## src/rtl/spiMasterPkg.sv

```systemverilog
package spiMasterPkg;

  // Strobes from the control FSM to the datapath, one cycle each
  typedef struct packed {
    logic load;    // capture configuration and transmit byte
    logic toggle;  // flip the serial clock
    logic drive;   // present the next outgoing bit
    logic sample;  // take in one incoming bit
    logic finish;  // release select, publish received byte
  } spiStrobeT;

  typedef enum logic [1:0] {
    ST_IDLE  = 2'd0,
    ST_SHIFT = 2'd1,
    ST_TRAIL = 2'd2
  } spiStateT;

endpackage

```

## src/rtl/spiMasterCtrl.sv

```systemverilog
module spiMasterCtrl
  import spiMasterPkg::*;
#(
  parameter int DATA_W = 8,
  parameter int DIV0   = 4,
  parameter int DIV1   = 16,
  parameter int DIV2   = 64,
  parameter int DIV3   = 128
) (
  input  logic       clk,
  input  logic       rstN,
  input  logic       wrEn,
  input  logic [1:0] rateSel,
  output spiStrobeT  strb,
  output logic       busy
);

  localparam int MAX01  = (DIV0 > DIV1) ? DIV0 : DIV1;
  localparam int MAX23  = (DIV2 > DIV3) ? DIV2 : DIV3;
  localparam int MAXDIV = (MAX01 > MAX23) ? MAX01 : MAX23;
  localparam int HALF_W = (MAXDIV / 2 > 1) ? $clog2(MAXDIV / 2) : 1;
  localparam int EDGES  = 2 * DATA_W;
  localparam int EDGE_W = $clog2(EDGES);

  spiStateT              state;
  logic [1:0]            rateL;
  logic [HALF_W-1:0]     halfCnt;
  logic [EDGE_W-1:0]     edgeCnt;
  logic                  tick;

  // Last count value of a half bit period for a rate code
  function automatic logic [HALF_W-1:0] halfLast(input logic [1:0] sel);
    case (sel)
      2'd0:    halfLast = HALF_W'(DIV0 / 2 - 1);
      2'd1:    halfLast = HALF_W'(DIV1 / 2 - 1);
      2'd2:    halfLast = HALF_W'(DIV2 / 2 - 1);
      default: halfLast = HALF_W'(DIV3 / 2 - 1);
    endcase
  endfunction

  assign tick = (halfCnt == '0);

  always_ff @(posedge clk or negedge rstN) begin
    if (!rstN) begin
      state   <= ST_IDLE;
      rateL   <= '0;
      halfCnt <= '0;
      edgeCnt <= '0;
    end else begin
      case (state)
        ST_IDLE: begin
          if (wrEn) begin
            state   <= ST_SHIFT;
            rateL   <= rateSel;
            halfCnt <= halfLast(rateSel);
            edgeCnt <= '0;
          end
        end
        ST_SHIFT: begin
          if (tick) begin
            halfCnt <= halfLast(rateL);
            edgeCnt <= edgeCnt + 1'b1;
            if (edgeCnt == EDGE_W'(EDGES - 1)) state <= ST_TRAIL;
          end else begin
            halfCnt <= halfCnt - 1'b1;
          end
        end
        ST_TRAIL: begin
          if (tick) state <= ST_IDLE;
          else      halfCnt <= halfCnt - 1'b1;
        end
        default: state <= ST_IDLE;
      endcase
    end
  end

  always_comb begin
    strb        = '0;
    strb.load   = (state == ST_IDLE) && wrEn;
    strb.toggle = (state == ST_SHIFT) && tick;
    strb.drive  = strb.toggle && !edgeCnt[0];
    strb.sample = strb.toggle && edgeCnt[0];
    strb.finish = (state == ST_TRAIL) && tick;
  end

  assign busy = (state != ST_IDLE);

endmodule

```

## src/rtl/spiMasterDatapath.sv

```systemverilog
module spiMasterDatapath
  import spiMasterPkg::*;
#(
  parameter int DATA_W = 8,
  parameter int NUM_CS = 4,
  parameter int CS_W   = (NUM_CS > 1) ? $clog2(NUM_CS) : 1
) (
  input  logic              clk,
  input  logic              rstN,
  input  spiStrobeT         strb,
  input  logic              busy,
  input  logic              wrEn,
  input  logic              cpol,
  input  logic              lsbFirst,
  input  logic [CS_W-1:0]   csSel,
  input  logic [DATA_W-1:0] wrData,
  input  logic              statusRd,
  input  logic              rxRd,
  input  logic              flagClr,
  input  logic              miso,
  output logic              sclk,
  output logic              mosi,
  output logic [NUM_CS-1:0] csN,
  output logic [DATA_W-1:0] rxData,
  output logic              doneFlag,
  output logic              collision
);

  logic [DATA_W-1:0] txSh, rxSh, rxReg;
  logic              mosiR, sclkR, lsbL, csOn, doneR, collR, armed;
  logic [CS_W-1:0]   csIdx;
  logic              hostClear;

  assign hostClear = flagClr || (rxRd && armed);

  always_ff @(posedge clk or negedge rstN) begin
    if (!rstN) begin
      txSh  <= '0;
      rxSh  <= '0;
      mosiR <= 1'b0;
      sclkR <= 1'b0;
      lsbL  <= 1'b0;
      csOn  <= 1'b0;
      csIdx <= '0;
    end else begin
      if (strb.load) begin
        txSh  <= wrData;
        sclkR <= cpol;
        lsbL  <= lsbFirst;
        csIdx <= csSel;
        csOn  <= 1'b1;
      end
      if (strb.toggle) sclkR <= !sclkR;
      if (strb.drive) begin
        if (lsbL) begin
          mosiR <= txSh[0];
          txSh  <= {1'b0, txSh[DATA_W-1:1]};
        end else begin
          mosiR <= txSh[DATA_W-1];
          txSh  <= {txSh[DATA_W-2:0], 1'b0};
        end
      end
      if (strb.sample) begin
        if (lsbL) rxSh <= {miso, rxSh[DATA_W-1:1]};
        else      rxSh <= {rxSh[DATA_W-2:0], miso};
      end
      if (strb.finish) csOn <= 1'b0;
    end
  end

  // Receive holding register and sticky host flags
  always_ff @(posedge clk or negedge rstN) begin
    if (!rstN) begin
      rxReg <= '0;
      doneR <= 1'b0;
      collR <= 1'b0;
      armed <= 1'b0;
    end else begin
      if (hostClear) begin
        doneR <= 1'b0;
        collR <= 1'b0;
        armed <= 1'b0;
      end else if (statusRd && doneR) begin
        armed <= 1'b1;
      end
      if (wrEn && busy) collR <= 1'b1;
      if (strb.finish) begin
        rxReg <= rxSh;
        doneR <= 1'b1;
        armed <= 1'b0;
      end
    end
  end

  for (genvar g = 0; g < NUM_CS; g++) begin : gCs
    assign csN[g] = !(csOn && (csIdx == CS_W'(g)));
  end

  assign sclk      = csOn ? sclkR : cpol;
  assign mosi      = mosiR;
  assign rxData    = rxReg;
  assign doneFlag  = doneR;
  assign collision = collR;

endmodule

```

## src/rtl/spiByteMaster.sv

```systemverilog
module spiByteMaster
  import spiMasterPkg::*;
#(
  parameter int DATA_W = 8,
  parameter int NUM_CS = 4,
  parameter int DIV0   = 4,
  parameter int DIV1   = 16,
  parameter int DIV2   = 64,
  parameter int DIV3   = 128,
  parameter int CS_W   = (NUM_CS > 1) ? $clog2(NUM_CS) : 1
) (
  input  logic              clk,
  input  logic              rstN,
  input  logic              cpol,
  input  logic              lsbFirst,
  input  logic [1:0]        rateSel,
  input  logic [CS_W-1:0]   csSel,
  input  logic              wrEn,
  input  logic [DATA_W-1:0] wrData,
  input  logic              statusRd,
  input  logic              rxRd,
  input  logic              flagClr,
  input  logic              miso,
  output logic              sclk,
  output logic              mosi,
  output logic [NUM_CS-1:0] csN,
  output logic [DATA_W-1:0] rxData,
  output logic              doneFlag,
  output logic              collision,
  output logic              busy
);

  spiStrobeT strb;

  spiMasterCtrl #(
    .DATA_W(DATA_W), .DIV0(DIV0), .DIV1(DIV1), .DIV2(DIV2), .DIV3(DIV3)
  ) uCtrl (
    .clk(clk), .rstN(rstN), .wrEn(wrEn), .rateSel(rateSel),
    .strb(strb), .busy(busy)
  );

  spiMasterDatapath #(
    .DATA_W(DATA_W), .NUM_CS(NUM_CS), .CS_W(CS_W)
  ) uDp (
    .clk(clk), .rstN(rstN), .strb(strb), .busy(busy), .wrEn(wrEn),
    .cpol(cpol), .lsbFirst(lsbFirst), .csSel(csSel), .wrData(wrData),
    .statusRd(statusRd), .rxRd(rxRd), .flagClr(flagClr), .miso(miso),
    .sclk(sclk), .mosi(mosi), .csN(csN), .rxData(rxData),
    .doneFlag(doneFlag), .collision(collision)
  );

endmodule

```

## config.mk

```make
export PLATFORM = sky130hd
export DESIGN_NAME = spiByteMaster
export DESIGN_NICKNAME = d
export VERILOG_FILES = /design/src/rtl/spiMasterPkg.sv /design/src/rtl/spiMasterCtrl.sv /design/src/rtl/spiMasterDatapath.sv /design/src/rtl/spiByteMaster.sv
export SDC_FILE = /design/constraint.sdc
export NUM_CORES = 1
export LEC_CHECK = 0
export CELL_PAD_IN_SITES_DETAIL_PLACEMENT = 1
export CELL_PAD_IN_SITES_GLOBAL_PLACEMENT = 1
export CORE_ASPECT_RATIO = 1.75
export CORE_MARGIN = 1.5
export CORE_UTILIZATION = 35
export DETAILED_ROUTE_END_ITERATION = 7
export DONT_BUFFER_PORTS = 1
export PLACE_DENSITY_LB_ADDON = 0.1
export SLEW_MARGIN = 10
export SYNTH_ARGS = -nofsm -noshare
export SYNTH_HDL_FRONTEND = slang
export SYNTH_SLANG_ARGS = --single-unit
```

## constraint.sdc

```tcl
create_clock -name clk -period 2.5 [get_ports clk]
set_input_delay 0.25 -clock clk [delete_from_list [all_inputs] [get_ports clk]]
set_output_delay 0.25 -clock clk [all_outputs]
set_load 0.02 [all_outputs]
```

==> flow_metrics.tcl <==
set metrics [dict create \
    status "finished clean" \
    initial_utilization_pct 36.3 \
    synth_edf_count 0 \
    worstPathRequired_ps 2640 \
    clock_path_buffers 2 \
    tritoncts "done" \
    clkSinkCount 47 \
    hold_depth 2 \
    grt_max_degree 48 \
    worst_slack_ps 378 \
    cap_violations 0 \
    crit_buf_inv 1 \
    rsz0062_at_grt "false" \
    leakage_nw 1.26 \
    clk_latency_ps 300 \
    r2r-end "uDp.txSh[1]" \
    finalHoldViolCount 0 \
    overflow 0 \
    portBuffers 0 \
    clockRootBuffer "clkbuf_16" \
    yosysTopAreaCellShare_pct 46.9 \
    drtIter0Drc 78 \
    grt_use_total_pct 18.2 \
    dieArea_um2 7700 \
    synth_xor_area_share_pct 0.699 \
    fin_crit_sh_pct 84.9 \
    cp_max_fo 18 \
    synth-simple-area-share_pct 17.1 \
    r2r_cells 7 \
    critPathArrivalTime_ps 2260 \
    grt_pass1_wl_um 10500 \
    path_cells "inv_1 -> ha_1 -> and2b_1 -> nand3_2 -> or2_1 -> a211oi_1 -> a31oi_1" \
    rr_startpoint "uCtrl.halfCnt[0]" \
    max-slew-margin-rel_pct 46.9 \
    skew_ps 8.32 \
    yosys.area.top_type "dfrtp_1" \
    vias 1893 \
    pre_cts_ws_ps 381 \
    die_height_um 115 \
    ios 38 \
    grt_pass1_vias 2078 \
    synth_warnings 0 \
    hp-class "input port to register" \
    tightest_slew_ps 797 \
    setup_tns_ps 0 \
    synth.area.mux_share_pct 10.1 \
    final.min_clock_period_ps 2120 \
    synth_cells 259 \
    slowest_stage "or2_1" \
    fin_nets 286 \
    ys_ff_latch 47 \
    finalSetupViolCount 0 \
    cts-buffers-inserted 5 \
    row_count 40 \
    core_um2 6910 \
    path_clk_slew_ps 70 \
    ys_types 47 \
    postCtsHoldBufs 2 \
    synth_fa_ha_area_share_pct 3.00 \
    cp_num_cells 7 \
    drive_above_1_share_pct 11.2 \
    grt_antenna_before_repair 0 \
    cts_setup_buffers 0 \
    antenna_left 0 \
    synth_compound_area_share_pct 17.6 \
    synth_top_family_by_area "compound AO/OA/AOI/OAI gates" \
    critPathKind "register to register" \
    powerDensity_nw_per_um2 1140 \
    syn_avg_cell_area_um2 9.68 \
    syn_area_um2 2510 \
    fillCellCount 787 \
    start_kind "register" \
    synthFlopType "dfrtp_1" \
    place.gp.congestion 0.767 \
    cts_resized 0 \
    critical_path.max_stage_delay_ps 450 \
    antenna_cells 0 \
    yosysMostFrequentCell "nand2_1" \
    drc 0 \
    hpwl_um 4440 \
    r2r_setup_slack_ps 380 \
    holdPathEnd "uDp.csIdx[0]" \
    hp-start "csSel[0]" \
    vias_per_cell 5.50 \
    htreeDepth 2 \
    area_delta_synth_final_pct 10.4 \
    synthTopCellsByCount "nand2_1, dfrtp_1, o21ai_0" \
    die_x_um 67.0 \
    wl_per_cell_um 18.2 \
    first_pass_iters 4 \
    ys_top_cells_by_area "dfrtp_1, nand2_1, mux2i_1" \
    syn_nets 286 \
    final_max_slew_viol_count 0 \
    ys_seq_area_share_pct 46.9 \
    end_kind "register" \
    wirelength_um 6270 \
    async_flop_share_pct 100 \
    fmax_ghz 0.471 \
    peakVddDrop_uv 528 \
    cp_top_family "simple AND/OR/NAND/NOR gates" \
]
## cell usage in the layout, fill, tap and decap left out, types with 2 or more instances in the layout
cell type and count:
or3_1 2, o21a_1 2, mux2_2 11, clkbuf_16 5
xnor2_1 2, ha_1 6, mux2i_1 13, nor2_1 7
a2bb2oi_1 2, a31oi_1 10, dfrtp_1 47, a21oi_1 11
and2_1 5, inv_1 10, nand3b_1 2, nand3_1 4
o21ai_0 20, buf_4 3, nand3_2 2, a211oi_1 6
a21boi_0 2, nor2b_1 4, nor3_1 2, o31ai_1 2
nand2_1 52, a22o_1 4
## per-layer routing
metal,vias to the layer above,global-route usage [%],share of wire (%)
met5,-,0,0
met4,0,8.71,2.9
met3,11,4.01,3.6
met2,29,31.3,53
met1,943,20.9,40
li1,910,-,-
## how the worst max path moves through the flow
stage / from / endpoint
4_1_cts: uCtrl.halfCnt[0] / uDp.txSh[1]
3_3_place_gp: uCtrl.halfCnt[1] / uDp.txSh[4]
3_5_place_dp: uCtrl.halfCnt[0] / uDp.txSh[2]
6_report: uCtrl.halfCnt[0] / uDp.txSh[1]
5_1_grt: uCtrl.halfCnt[0] / uDp.txSh[3]
2_1_floorplan: uCtrl.state[1] / uDp.txSh[5]
## final cells by class
cell class,instances,area (um^2),share of cell area [%]
clock inverters,3,47.5,1.72
well taps,84,105,3.80
clock buffers,5,125,4.52
flip-flops and latches,47,1180,42.5
inverters,10,37.5,1.36
repair buffers,5,60.1,2.17
multi-input cells,190,1220,43.9
## sequential cells by signal (all words and copies together), names as in the netlist, 2 cells and up
name           cells
uDp.rxData         8
uDp.rxSh           8
uDp.txSh           8
uCtrl.halfCnt      6
uCtrl.edgeCnt      4
uCtrl.rateL        2
uCtrl.state        2
uDp.csIdx          2
## through the flow
step | power (mW) | utilization [%] | hold slack (ps) | cells | area (um^2)
floorplan | 2.07 | - | -45.6 | 259 | 2510
global placement | 2.35 | 37.0 | -44.5 | 334 | 2560
detailed placement | 2.36 | 37.0 | -44.0 | 334 | 2560
CTS | 3.19 | 40.1 | 54.1 | 344 | 2770
global route | 3.38 | 40.1 | 55.8 | 344 | 2770
finish | 3.15 | 40.1 | 57.1 | 344 | 2770
## cell families after synthesis
group / count (synthesis)
AOI/OAI and AO/OA: 69
xor gates and xnor gates: 2
and+or+nand+nor: 89
DFF: 47
muxes: 24
adders and majority gates: 6
buffers and inverters: 22
## where the power goes
| group | switching, mW | internal [mW] |
|---|---|---|
| logic | 0.622 | 0.456 |
| registers | 0.295 | 0.978 |
| clock network | 0.319 | 0.478 |
## worst register-to-register path, stage by stage (launching register included)
cell and delay, ps:
dfrtp_1 390, inv_1 100, ha_1 250, and2b_1 260, nand3_2 140, or2_1 450
a211oi_1 310, a31oi_1 70
Power figures use the tool's default switching activity.
